`src/rtl/pwr_seq_pkg.sv`:
```
package pwr_seq_pkg;
  localparam int CAUSE_W       = 2;
  localparam int CAUSE_TIMEOUT = 0;
  localparam int CAUSE_DEADMAN = 1;

  typedef enum logic [1:0] {
    ST_RUN  = 2'd0,
    ST_HOLD = 2'd1,
    ST_HIB  = 2'd2
  } seq_state_t;
endpackage

```
`src/rtl/pws_tick_window.sv`:
```
module pws_tick_window #(
  parameter int LIMIT = 4,
  localparam int CW = (LIMIT > 1) ? $clog2(LIMIT) : 1
) (
  input  logic clk,
  input  logic rst,
  input  logic tick_i,
  input  logic run_i,
  output logic expire_o
);
  logic [CW-1:0] cnt;
  logic          at_end;

  assign at_end   = (32'(cnt) == LIMIT - 1);
  assign expire_o = run_i & tick_i & at_end;

  always_ff @(posedge clk) begin
    if (rst || !run_i) begin
      cnt <= '0;
    end else if (tick_i) begin
      cnt <= at_end ? '0 : cnt + 1'b1;
    end
  end

  // the count restarts from zero whenever the window is not running
  assert_count_restarts_R5: assert property (@(posedge clk) disable iff (rst)
    !run_i |=> (cnt == '0));

  assert_count_in_range_R4: assert property (@(posedge clk) disable iff (rst)
    32'(cnt) < LIMIT);
endmodule

```
`src/rtl/pws_cause_reg.sv`:
```
module pws_cause_reg #(
  parameter int W = 2
) (
  input  logic         clk,
  input  logic         rst,
  input  logic [W-1:0] set_i,
  input  logic         wr_i,
  input  logic [W-1:0] wdata_i,
  output logic [W-1:0] cause_o
);
  for (genvar k = 0; k < W; k++) begin : g_bit
    always_ff @(posedge clk) begin
      if (rst)               cause_o[k] <= 1'b0;
      else if (set_i[k])     cause_o[k] <= 1'b1;
      else if (wr_i && wdata_i[k]) cause_o[k] <= 1'b0;
    end

    assert_set_wins_R10: assert property (@(posedge clk) disable iff (rst)
      set_i[k] |=> cause_o[k]);

    assert_clear_works_R10: assert property (@(posedge clk) disable iff (rst)
      (wr_i && wdata_i[k] && !set_i[k]) |=> !cause_o[k]);

    assert_hold_value_R10: assert property (@(posedge clk) disable iff (rst)
      (!set_i[k] && !(wr_i && wdata_i[k])) |=> $stable(cause_o[k]));
  end
endmodule

```
`src/rtl/pwr_seq_ctrl.sv`:
```
module pwr_seq_ctrl
  import pwr_seq_pkg::*;
#(
  parameter int RS_TICKS = 4,
  parameter int DM_TICKS = 8,
  parameter int HOLD_CYC = 16,
  localparam int HW = $clog2(HOLD_CYC + 1)
) (
  input  logic               clk,
  input  logic               rst,
  input  logic               tick,
  input  logic               rstimer_clr,
  input  logic               dm_enable,
  input  logic               dm_clr,
  input  logic               hib_req,
  input  logic               irq_pending,
  input  logic               batt_runout,
  input  logic               batt_unlock,
  input  logic               cause_wr,
  input  logic [CAUSE_W-1:0] cause_wdata,
  output logic               periph_rst,
  output logic               cpu_cold_rst,
  output logic               cpu_clk_stop,
  output logic [CAUSE_W-1:0] cause
);
  seq_state_t        state, state_d;
  logic [HW-1:0]     hold_cnt;
  logic              rs_arm;
  logic              rs_exp, dm_exp;
  logic              in_run, restart, batt_evt, rst_evt;
  logic [CAUSE_W-1:0] cause_set;

  assign in_run   = (state == ST_RUN);
  assign batt_evt = batt_runout | batt_unlock;
  assign rst_evt  = rs_exp | dm_exp | batt_evt;

  pws_tick_window #(.LIMIT(RS_TICKS)) u_restart_win (
    .clk      (clk),
    .rst      (rst),
    .tick_i   (tick),
    .run_i    (rs_arm & in_run & ~rstimer_clr),
    .expire_o (rs_exp)
  );

  pws_tick_window #(.LIMIT(DM_TICKS)) u_deadman_win (
    .clk      (clk),
    .rst      (rst),
    .tick_i   (tick),
    .run_i    (dm_enable & in_run & ~dm_clr),
    .expire_o (dm_exp)
  );

  always_comb begin
    state_d = state;
    case (state)
      ST_RUN: begin
        if (rst_evt)                       state_d = ST_HOLD;
        else if (hib_req && !irq_pending)  state_d = ST_HIB;
      end
      ST_HOLD: begin
        if (32'(hold_cnt) >= HOLD_CYC - 1) state_d = ST_RUN;
      end
      ST_HIB: begin
        if (batt_evt)                      state_d = ST_HOLD;
        else if (irq_pending)              state_d = ST_RUN;
      end
      default:                             state_d = ST_RUN;
    endcase
  end

  assign restart = !in_run && (state_d == ST_RUN);

  always_comb begin
    cause_set = '0;
    cause_set[CAUSE_TIMEOUT] = rs_exp | (batt_runout & (state != ST_HOLD));
    cause_set[CAUSE_DEADMAN] = dm_exp;
  end

  always_ff @(posedge clk) begin
    if (rst) begin
      state        <= ST_RUN;
      hold_cnt     <= '0;
      rs_arm       <= 1'b1;
      periph_rst   <= 1'b0;
      cpu_cold_rst <= 1'b0;
      cpu_clk_stop <= 1'b0;
    end else begin
      state        <= state_d;
      hold_cnt     <= (state == ST_HOLD && state_d == ST_HOLD) ? hold_cnt + 1'b1 : '0;
      if (restart)          rs_arm <= 1'b1;
      else if (rstimer_clr) rs_arm <= 1'b0;
      periph_rst   <= (state_d != ST_RUN);
      cpu_cold_rst <= (state_d == ST_HOLD);
      cpu_clk_stop <= (state_d == ST_HIB);
    end
  end

  pws_cause_reg #(.W(CAUSE_W)) u_cause (
    .clk     (clk),
    .rst     (rst),
    .set_i   (cause_set),
    .wr_i    (cause_wr),
    .wdata_i (cause_wdata),
    .cause_o (cause)
  );

  assert_cold_has_periph_R2: assert property (@(posedge clk) disable iff (rst)
    cpu_cold_rst |-> periph_rst);

  assert_hib_no_cold_R6: assert property (@(posedge clk) disable iff (rst)
    cpu_clk_stop |-> !cpu_cold_rst);

  assert_hib_gated_R7: assert property (@(posedge clk) disable iff (rst)
    (!cpu_clk_stop && !cpu_cold_rst && hib_req && irq_pending && !rst_evt) |=> !periph_rst);

  assert_release_rearms_R9: assert property (@(posedge clk) disable iff (rst)
    $fell(cpu_cold_rst) |-> rs_arm);

  assert_reset_beats_hib_R11: assert property (@(posedge clk) disable iff (rst)
    (in_run && rst_evt && hib_req) |=> (cpu_cold_rst && !cpu_clk_stop));
endmodule

```
`config.mk`:
```
export PLATFORM = sky130hd
export DESIGN_NAME = pwr_seq_ctrl
export DESIGN_NICKNAME = d
export VERILOG_FILES = /design/src/rtl/pwr_seq_pkg.sv /design/src/rtl/pws_tick_window.sv /design/src/rtl/pws_cause_reg.sv /design/src/rtl/pwr_seq_ctrl.sv
export SDC_FILE = /design/constraint.sdc
export NUM_CORES = 1
export LEC_CHECK = 0
export ABC_CLOCK_PERIOD_IN_PS = 1670
export BUFFER_PORTS_ARGS = -buffer_cell sky130_fd_sc_hd__buf_4
export CAP_MARGIN = 20
export CORE_MARGIN = 8
export CORE_UTILIZATION = 40
export CTS_CLUSTER_DIAMETER = 80
export CTS_CLUSTER_SIZE = 14
export DETAILED_ROUTE_END_ITERATION = 16
export PLACE_DENSITY = 0.74
export SLEW_MARGIN = 25
export SYNTH_ARGS = -nofsm -noshare
export SYNTH_HDL_FRONTEND = slang
export SYNTH_SLANG_ARGS = --single-unit
export TNS_END_PERCENT = 10
```
`constraint.sdc`:
```
create_clock -name clk -period 1.67 [get_ports clk]
set_clock_uncertainty 0.1 [all_clocks]
set_input_delay 0 -clock clk [delete_from_list [all_inputs] [get_ports clk]]
set_output_delay 0 -clock clk [all_outputs]
set_load 0.02 [all_outputs]
```
# Word level (Yosys, flattened, before mapping)
# Cells that the tools add are included.
# totals
latchBits	0
romBits	0
inputBits	13
mem_count	0
ff_bits	18
ramBits	0
# classes
multipliers	0
n_shift	0
n_div	0
bitwise_logic	16
muxes	12
n_reduce_logical	18
magnitude_cmp	1
n_eq_ne	7
n_addsub	3
# op_table
cell	count
2-bit 2-to-1 mux	6
1-bit bitwise AND	9
2-bit equality test, second input constant	3
2-bit case mux with 3 select lines	1
2-bit nonzero test	3
5-bit by 1-bit adder with 5-bit output, second input constant	1
5-bit by 4-bit greater-or-equal comparator with 1-bit output, second input constant	1
1-bit logical AND	5
2-bit by 1-bit equality test with 1-bit output, second input constant	2
1-bit zero test	4
2-bit zero test	2
1-bit 2-to-1 mux	4
1-bit bitwise OR	4
2-bit OR reduction	2
3-bit by 1-bit adder with 3-bit output, second input constant	1
3-bit equality test, second input constant	1
3-bit 2-to-1 mux	1
1-bit NOT	3
2-bit by 1-bit adder with 2-bit output, second input constant	1
1-bit logical OR	2
2-bit by 1-bit != test with 1-bit output, second input constant	1

# Depth between registers and ports, before layout
# Gate-level depths: netlist of the first run.
# depth
depth_word	13
depth_mapped	7

# Cells and area by module
# A second synthesis of the first run with hierarchy kept.
# hier_totals
cells_unflattened	78
area_unflattened_um2	805.8
# by_module_without_submodules
module	area_per_inst_um2	cells_per_inst	instances
pwr_seq_ctrl	481.7	46	1
pws_tick_window (u_deadman_win)	148.9	14	1
pws_tick_window (u_restart_win)	102.6	10	1
pws_cause_reg	72.6	8	1

# Worst setup path after synthesis of the first run
# OpenSTA, ideal clock, no wires.
# synth_path
kind	reg2reg
startpoint	register hold_cnt[0]
endpoint	register hold_cnt[2]
arrival_ps	1543
stages_incl_launch_ff	8
n_path_buf	0
setup_time_ps	73
required_ps	1497
slack_ps	-46
cell_sequence	dfxtp_1 -> ha_1 -> and3_1 -> ha_1 -> nor4b_2 -> a2bb2oi_1 -> a21o_4 -> nor3_2
# synth_between
elab_chain_len	7
elab_cells_between_ends	8
# synth_rtl
element	line_no	source
from (decl)	pwr_seq_ctrl.sv:27	logic [HW-1:0] hold_cnt;
from (signal assigned)	pwr_seq_ctrl.sv:89	hold_cnt <= (state == ST_HOLD && state_d == ST_HOLD) ? hold_cnt + 1'b1 : '0;
5-bit by 4-bit greater-or-equal comparator with 1-bit output	pwr_seq_ctrl.sv:61	if (32'(hold_cnt) >= HOLD_CYC - 1) state_d = ST_RUN;
2-bit 2-to-1 mux	pwr_seq_ctrl.sv:61	
2-bit case mux with 3 select lines	pwr_seq_ctrl.sv:55	case (state)
2-bit by 1-bit equality test with 1-bit output	pwr_seq_ctrl.sv:89	
1-bit logical AND	pwr_seq_ctrl.sv:89	
1-bit NOT (no line)	--	
2-bit OR reduction (no line)	--	
# Parallel ways exist; a longest one is shown, timed or not.
# A chain may end at the register's enable or synchronous reset.

# Worst setup path after layout of the first run
# layout_path
startpoint	register hold_cnt[1]
endpoint	register hold_cnt[1]
# Same word-level chain as after synthesis.

==> results.py, run 1 <==
metrics = {
    "setup_path": {
        "crit_path_max_incr_delay_ns": 0.35,
        "end_kind": "register",
        "slowest_stage": "dfxtp_2",
        "cp_cell_sequence": "ha_4, and3_4, ha_4, nor4b_4, a2bb2oi_2, a21o_4, nor3_2",
        "path_common_cell": "ha_4",
        "cp_max_fo": 8,
        "cp_data_required_time_ns": 1.77,
        "cp-start-kind": "register",
        "cp.arrival_ns": 1.80,
        "timing.critical_path.buf_inv": 0,
        "crit_type": "reg -> reg",
        "path_delay_family": "simple AND/OR/NAND/NOR gates",
    },
    "placed_design": {
        "gp_congestion": 0.714,
        "post-place-ws_ns": -0.136,
        "portBuffers": 17,
        "dp_cells": 132,
        "dp_hpwl_um": 1340,
    },
    "global_route": {
        "grt_max_degree": 10,
        "grt.total_usage": 0.108,
        "grt_pass1_wl_um": 3080,
        "grt_pass1_vias": 779,
        "antenna_found_initial": 0,
        "overflow": 0,
    },
    "logic_synthesis": {
        "synth_compound_area_frac": 0.120,
        "synth_simple_gate_area_frac": 0.270,
        "synth_flop_cell": "dfxtp_1",
        "yosysMostFrequentCell": "dfxtp_1",
        "synth_fa_ha_area_frac": 0.0781,
        "synth_cell_types": 28,
        "ys_ff_latch": 18,
        "synth.net_count": 103,
        "synth_area_leaders": "dfxtp_1 45%, ha_1 7.8%, a21oi_1 3.8%",
        "synth_mux_area_frac": 0.0250,
        "synthTopCellsByCount": "18 x dfxtp_1, 8 x nor2_1, 7 x nand2_1",
        "synth_xor_area_frac": 0.0219,
        "synth.cell_area_um2": 801,
        "synth_top_area_cell": "dfxtp_1",
        "synth_top_family_by_area": "simple AND/OR/NAND/NOR gates",
        "async_flop_share": 0,
        "yosysSeqAreaShare": 0.450,
        "synth_top_area_frac": 0.450,
        "synth_cells": 85,
        "syn_avg_cell_area_um2": 9.42,
        "synth_enable_flop_cells": 0,
        "synth_warnings": 0,
    },
    "cts": {
        "cts_tree": "yes",
        "cts_setup_buffers": 0,
        "clk_pin_slew_ns": 0.09,
        "numCtsBuffers": 3,
        "h-tree-depth": 1,
        "clockRootBuffer": "clkbuf_4",
        "clock_sinks": 18,
        "cts_max_path_buffers": 2,
        "worst_skew_pair.late_latency_ns": 0.28,
    },
    "sta": {
        "fmax_mhz": 590,
        "finalMaxSlewViolations": 0,
        "finalSetupTns_ns": -0.0586,
        "hold_viol_final": 0,
        "period_share": 1.02,
        "fin_crit_ns": 1.70,
        "setup_viol": 5,
        "tightestPinTransition_ns": 0.313,
        "grt_setup_unrepaired": "true",
        "relSlewSlack": 0.791,
        "fin_ws_ns": -0.0260,
    },
    "pwr": {
        "p_leak_nw": 0.498,
        "pwr-share-seq": 0.570,
        "powerDensity_nw_per_um2": 673,
        "sw_frac_of_total": 0.246,
        "power.switching_w": 0.000197,
        "intPower_w": 0.000605,
        "clock_power_share": 0.251,
        "p_comb_frac": 0.179,
        "max-vdd-ir-drop_v": 0.000490,
    },
    "layout": {
        "fin_cells": 146,
        "drive_gt1_frac": 0.361,
        "n_antenna_cell": 0,
        "fin_nets": 139,
        "syn_to_final_growth_pct": 48.9,
        "postLayoutCoreUtil": 0.620,
        "n_fill_cell": 179,
    },
    "drt": {
        "wl_per_cell_um": 12.9,
        "wl_um": 1880,
        "routed-via-count": 738,
        "ant_nets": 0,
        "drt_iter0_markers": 10,
        "vias_per_cell": 5.05,
        "dr.pass1.iters": 4,
        "drc": 0,
    },
    "run_status": {
        "violations": "setup timing",
        "outcome": "complete, but fails checks",
    },
    "floorplan": {
        "core_um2": 1920,
        "die_area_um2": 3690,
        "start_util": 0.417,
        "die_w_um": 60.7,
        "rows": 16,
        "die-height_um": 60.7,
        "boundaryPins": 18,
    },
    "run": {
        "drv_cap": 0,
    },
    "min_path": {
        "worstHoldPathType": "in -> reg",
    },
}
==> cell families after synthesis <==
family                   count (synthesis)
AO/OA/AOI/OAI                           13
XOR/XNOR                                 2
adder cells (fa/ha/maj)                  5
buffers and inverters                    7
flip-flops                              18
multiplexers                             2
AND/OR/NAND/NOR                         38
==> worst reg2reg max path, cell delays in order (launching register included) <==
cell and delay [ns]:
dfxtp_2 0.35, ha_4 0.16, and3_4 0.18, ha_4 0.16, nor4b_4 0.22, a2bb2oi_2 0.10, a21o_4 0.25, nor3_2 0.11
==> worst paths after layout <==
kind | startpoint | end | slack [ns] | depth (start not counted)
worst min register to register | u_cause.cause_o[1]$_SDFFE_PP0P_ | u_cause.cause_o[1]$_SDFFE_PP0P_ | 0.36 | 2
worst max-delay path | hold_cnt[1]$_SDFF_PP0_ | hold_cnt[1]$_SDFF_PP0_ | -0.03 | 7
worst max register to register | hold_cnt[1]$_SDFF_PP0_ | hold_cnt[1]$_SDFF_PP0_ | -0.03 | 7
worst min-delay path | batt_unlock | rs_arm$_SDFFE_PP1P_ | 0.05 | 5
==> power groups by stage <==
stage	Clock [W]	Sequential [W]	Combinational, W
6_report	0.000202	0.000457	0.000144
3_5_place_dp	0	0.000466	0.000116
5_1_grt	0.000227	0.000459	0.000155
2_1_floorplan	0	0.000474	0.0000569
4_1_cts	0.000209	0.000457	0.000141
3_3_place_gp	0	0.000465	0.000112
==> layout make-up <==
| cell class | instances | area [um2] | area share |
|---|---|---|---|
| clock buffers | 3 | 22.5 | 0.0189 |
| flip-flops and latches | 18 | 364 | 0.305 |
| well taps | 27 | 33.8 | 0.0283 |
| inverters | 6 | 22.5 | 0.0189 |
| multi-input cells | 60 | 482 | 0.404 |
| repair buffers | 32 | 268 | 0.225 |
==> state kept, by name, summed over array words and instances (netlist names) <==
| signal | cells |
|---|---|
| hold_cnt | 5 |
| u_deadman_win.cnt | 3 |
| state | 2 |
| u_cause.cause_o | 2 |
| u_restart_win.cnt | 2 |
| cpu_clk_stop | 1 |
| cpu_cold_rst | 1 |
| periph_rst | 1 |
| rs_arm | 1 |
==> metrics by stage <==
step	hold WS, ns	total power (W)	area [um2]
floorplan	-0.0309	0.000531	830
global placement	0.116	0.000577	1020
detailed placement	0.121	0.000582	1020
CTS	0.0403	0.000807	1180
global route	0.0643	0.000842	1190
finish	0.0542	0.000803	1190
==> routing by layer <==
| metal | up-vias | global-route usage | wire length [um] |
|---|---|---|---|
| li1 | 368 | - | - |
| met1 | 349 | 0.114 | 799 |
| met2 | 19 | 0.202 | 961 |
| met3 | 2 | 0.0233 | 113 |
| met4 | 0 | 0.0399 | 8 |
| met5 | - | 0 | 0 |
==> cell usage in the layout, fill, tap and decap left out, drive strengths merged, types with 3 or more instances in the layout <==
master and instances:
dlygate4sd3 11, clkbuf 3, inv 6, nor2 8, buf 21, nor3 9, a21oi 6, dfxtp 18
nand3 3, ha 5, nand2 7
==> repair_timing <==
item	CTS	global route
pin swaps	5	0
cloned	0	0
hold buffers	11	0
setup endpoints to repair	8	9
gates resized for setup	5	3
hold endpoints to repair	18	0
No activity file was read; power rests on OpenSTA's default activity.
==> inputs of run 2 (changes only) <==
ABC_CLOCK_PERIOD_IN_PS = 1400   (was 1670)
clock period = 1.4 ns   (was 1.67 ns; I/O delays follow)
==> results.py, run 2 (synthesized netlist as in run 1, its figures left out) <==
metrics = {
    "cts": {
        "h-tree-depth": 1,
        "clock_sinks": 18,
        "clockRootBuffer": "clkbuf_4",
        "cts_max_path_buffers": 2,
        "clk_pin_slew_ns": 0.11,
        "numCtsBuffers": 3,
        "worst_skew_pair.late_latency_ns": 0.30,
        "cts_tree": "yes",
    },
    "run_status": {
        "outcome": "complete, but fails checks",
        "violations": "setup timing",
    },
    "sta": {
        "relSlewSlack": 0.792,
        "finalHoldWorstSlack_ns": 0.0264,
        "setup_viol": 11,
        "period_share": 1.25,
        "finalMaxSlewViolations": 0,
        "tightestPinTransition_ns": 0.311,
        "fin_ws_ns": -0.346,
        "grt_setup_unrepaired": "true",
        "fmax_mhz": 573,
        "fin_crit_ns": 1.75,
        "hold_viol_final": 0,
    },
    "pwr": {
        "p_comb_frac": 0.176,
        "p_leak_nw": 0.550,
        "max-vdd-ir-drop_v": 0.000664,
        "power.switching_w": 0.000256,
        "clock_power_share": 0.304,
        "powerDensity_nw_per_um2": 826,
        "intPower_w": 0.000791,
        "sw_frac_of_total": 0.244,
        "pwr-share-seq": 0.520,
    },
    "placed_design": {
        "portBuffers": 17,
        "gp_congestion": 0.693,
        "dpl-instance-area_um2": 1070,
        "dp_hpwl_um": 1390,
        "dp_cells": 139,
    },
    "setup_path": {
        "cp_cell_sequence": "ha_4, and3_4, ha_4, nor4b_4, a2bb2oi_2, a21o_4, nor3_2",
        "r2r-end": "hold_cnt[4]$_SDFF_PP0_",
        "r2r_start": "hold_cnt[0]$_SDFF_PP0_",
        "cp.arrival_ns": 1.86,
        "rr_worst_depth": 7,
        "timing.critical_path.buf_inv": 0,
        "end_kind": "register",
        "crit_type": "reg -> reg",
        "r2r_slack_ns": -0.35,
        "cp-start-kind": "register",
        "path_common_cell": "ha_4",
        "crit_path_max_incr_delay_ns": 0.35,
        "slowest_stage": "dfxtp_2",
        "cp_max_fo": 6,
        "cp_data_required_time_ns": 1.52,
        "path_delay_family": "simple AND/OR/NAND/NOR gates",
    },
    "floorplan": {
        "boundaryPins": 18,
        "die-height_um": 60.7,
        "rows": 16,
        "die_area_um2": 3690,
        "core_um2": 1920,
        "start_util": 0.417,
        "die_w_um": 60.7,
    },
    "layout": {
        "regArea_um2": 363,
        "top_register": "hold_cnt",
        "syn_to_final_growth_pct": 58.3,
        "n_fill_cell": 172,
        "final_area_um2": 1270,
        "n_antenna_cell": 0,
        "final_common_cell": "buf_4",
        "mostFrequentLayoutCells": "29 x buf_4, 16 x dfxtp_1, 11 x dlygate4sd3_1, 8 x nor2_1, 7 x nand2_1",
        "fin_nets": 148,
        "multiInputGateArea_um2": 473,
        "fin_cells": 156,
        "drive_gt1_frac": 0.419,
        "largest_register_ff_count": 5,
        "top_regs": "hold_cnt: 5 flops, u_deadman_win.cnt: 3 flops",
    },
    "drt": {
        "drt_iter0_markers": 10,
        "wl_per_cell_um": 12.5,
        "routed-via-count": 755,
        "drc": 0,
        "vias_per_cell": 4.84,
        "dr.pass1.iters": 4,
        "ant_nets": 0,
        "wl_um": 1960,
    },
    "min_path": {
        "worstHoldPathType": "in -> reg",
        "hold-path-endpoint": "rs_arm$_SDFFE_PP1P_",
        "hold_path_depth": 5,
        "min-delay-start": "batt_unlock",
    },
    "run": {
        "drv_cap": 0,
    },
    "global_route": {
        "grt_pass1_vias": 805,
        "grt_max_degree": 11,
        "antenna_found_initial": 0,
        "overflow": 0,
        "grt.total_usage": 0.118,
        "grt_pass1_wl_um": 3240,
    },
}
==> run 2: metrics by stage <==
stage | setup TNS [ns] | total power, W | utilization | setup WS, ns
6_report | -2.76 | 0.00105 | 0.660 | -0.346
5_1_grt | -3.58 | 0.00110 | 0.660 | -0.400
4_1_cts | -2.79 | 0.00105 | 0.655 | -0.334
3_5_place_dp | -3.02 | 0.000699 | 0.556 | -0.416
3_3_place_gp | -2.51 | 0.000695 | 0.556 | -0.309
2_1_floorplan | -2.20 | 0.000633 | - | -0.295
==> run 2: power groups by stage <==
| stage | Clock (W) | Combinational [W] | Sequential (W) |
|---|---|---|---|
| 5_1_grt | 0.000353 | 0.000201 | 0.000547 |
| 2_1_floorplan | 0 | 0.0000678 | 0.000565 |
| 6_report | 0.000318 | 0.000184 | 0.000544 |
| 4_1_cts | 0.000326 | 0.000178 | 0.000544 |
| 3_5_place_dp | 0 | 0.000144 | 0.000555 |
| 3_3_place_gp | 0 | 0.000140 | 0.000555 |
==> run 2: routing by layer <==
metal | up-vias | track usage | wire length [um]
li1 | 388 | - | -
met1 | 342 | 0.109 | 809
met2 | 18 | 0.231 | 993
met3 | 7 | 0.0360 | 113
met4 | 0 | 0.0498 | 40
met5 | - | 0 | 0
==> run 2: worst min-delay path, stage by stage <==
cell,delay [ns]
buf_4,0.08
nor2_1,0.04
a2bb2oi_2,0.13
nand2_1,0.06
o21ai_1,0.06
==> run 2: worst max-delay path by stage <==
stage                                 startpoint                      to  slack (ns)  cells after the start
3_5_place_dp              hold_cnt[1]$_SDFF_PP0_  hold_cnt[4]$_SDFF_PP0_       -0.42                      7
2_1_floorplan             hold_cnt[0]$_SDFF_PP0_  hold_cnt[0]$_SDFF_PP0_       -0.30                      7
3_3_place_gp              hold_cnt[1]$_SDFF_PP0_  hold_cnt[1]$_SDFF_PP0_       -0.31                      7
5_1_grt        u_deadman_win.cnt[0]$_SDFFE_PP0P_   periph_rst$_SDFF_PP0_       -0.40                      7
4_1_cts                   hold_cnt[0]$_SDFF_PP0_  hold_cnt[4]$_SDFF_PP0_       -0.33                      7
6_report                  hold_cnt[0]$_SDFF_PP0_  hold_cnt[4]$_SDFF_PP0_       -0.35                      7
==> run 2: final cells by class <==
| type | count | area share |
|---|---|---|
| timing repair buffer | 41 | 0.268 |
| tap | 27 | 0.0267 |
| multi-input combinational | 60 | 0.373 |
| sequential | 18 | 0.286 |
| inverter | 6 | 0.0178 |
| clock buffer | 4 | 0.0286 |
==> run 2: timing repair <==
item,4_1_cts,5_1_grt
pin swaps,8,0
endpoints found under the setup margin,11,11
hold buffers,11,0
buffers inserted,2,0
gates resized for setup,4,5
hold endpoints to repair,16,0
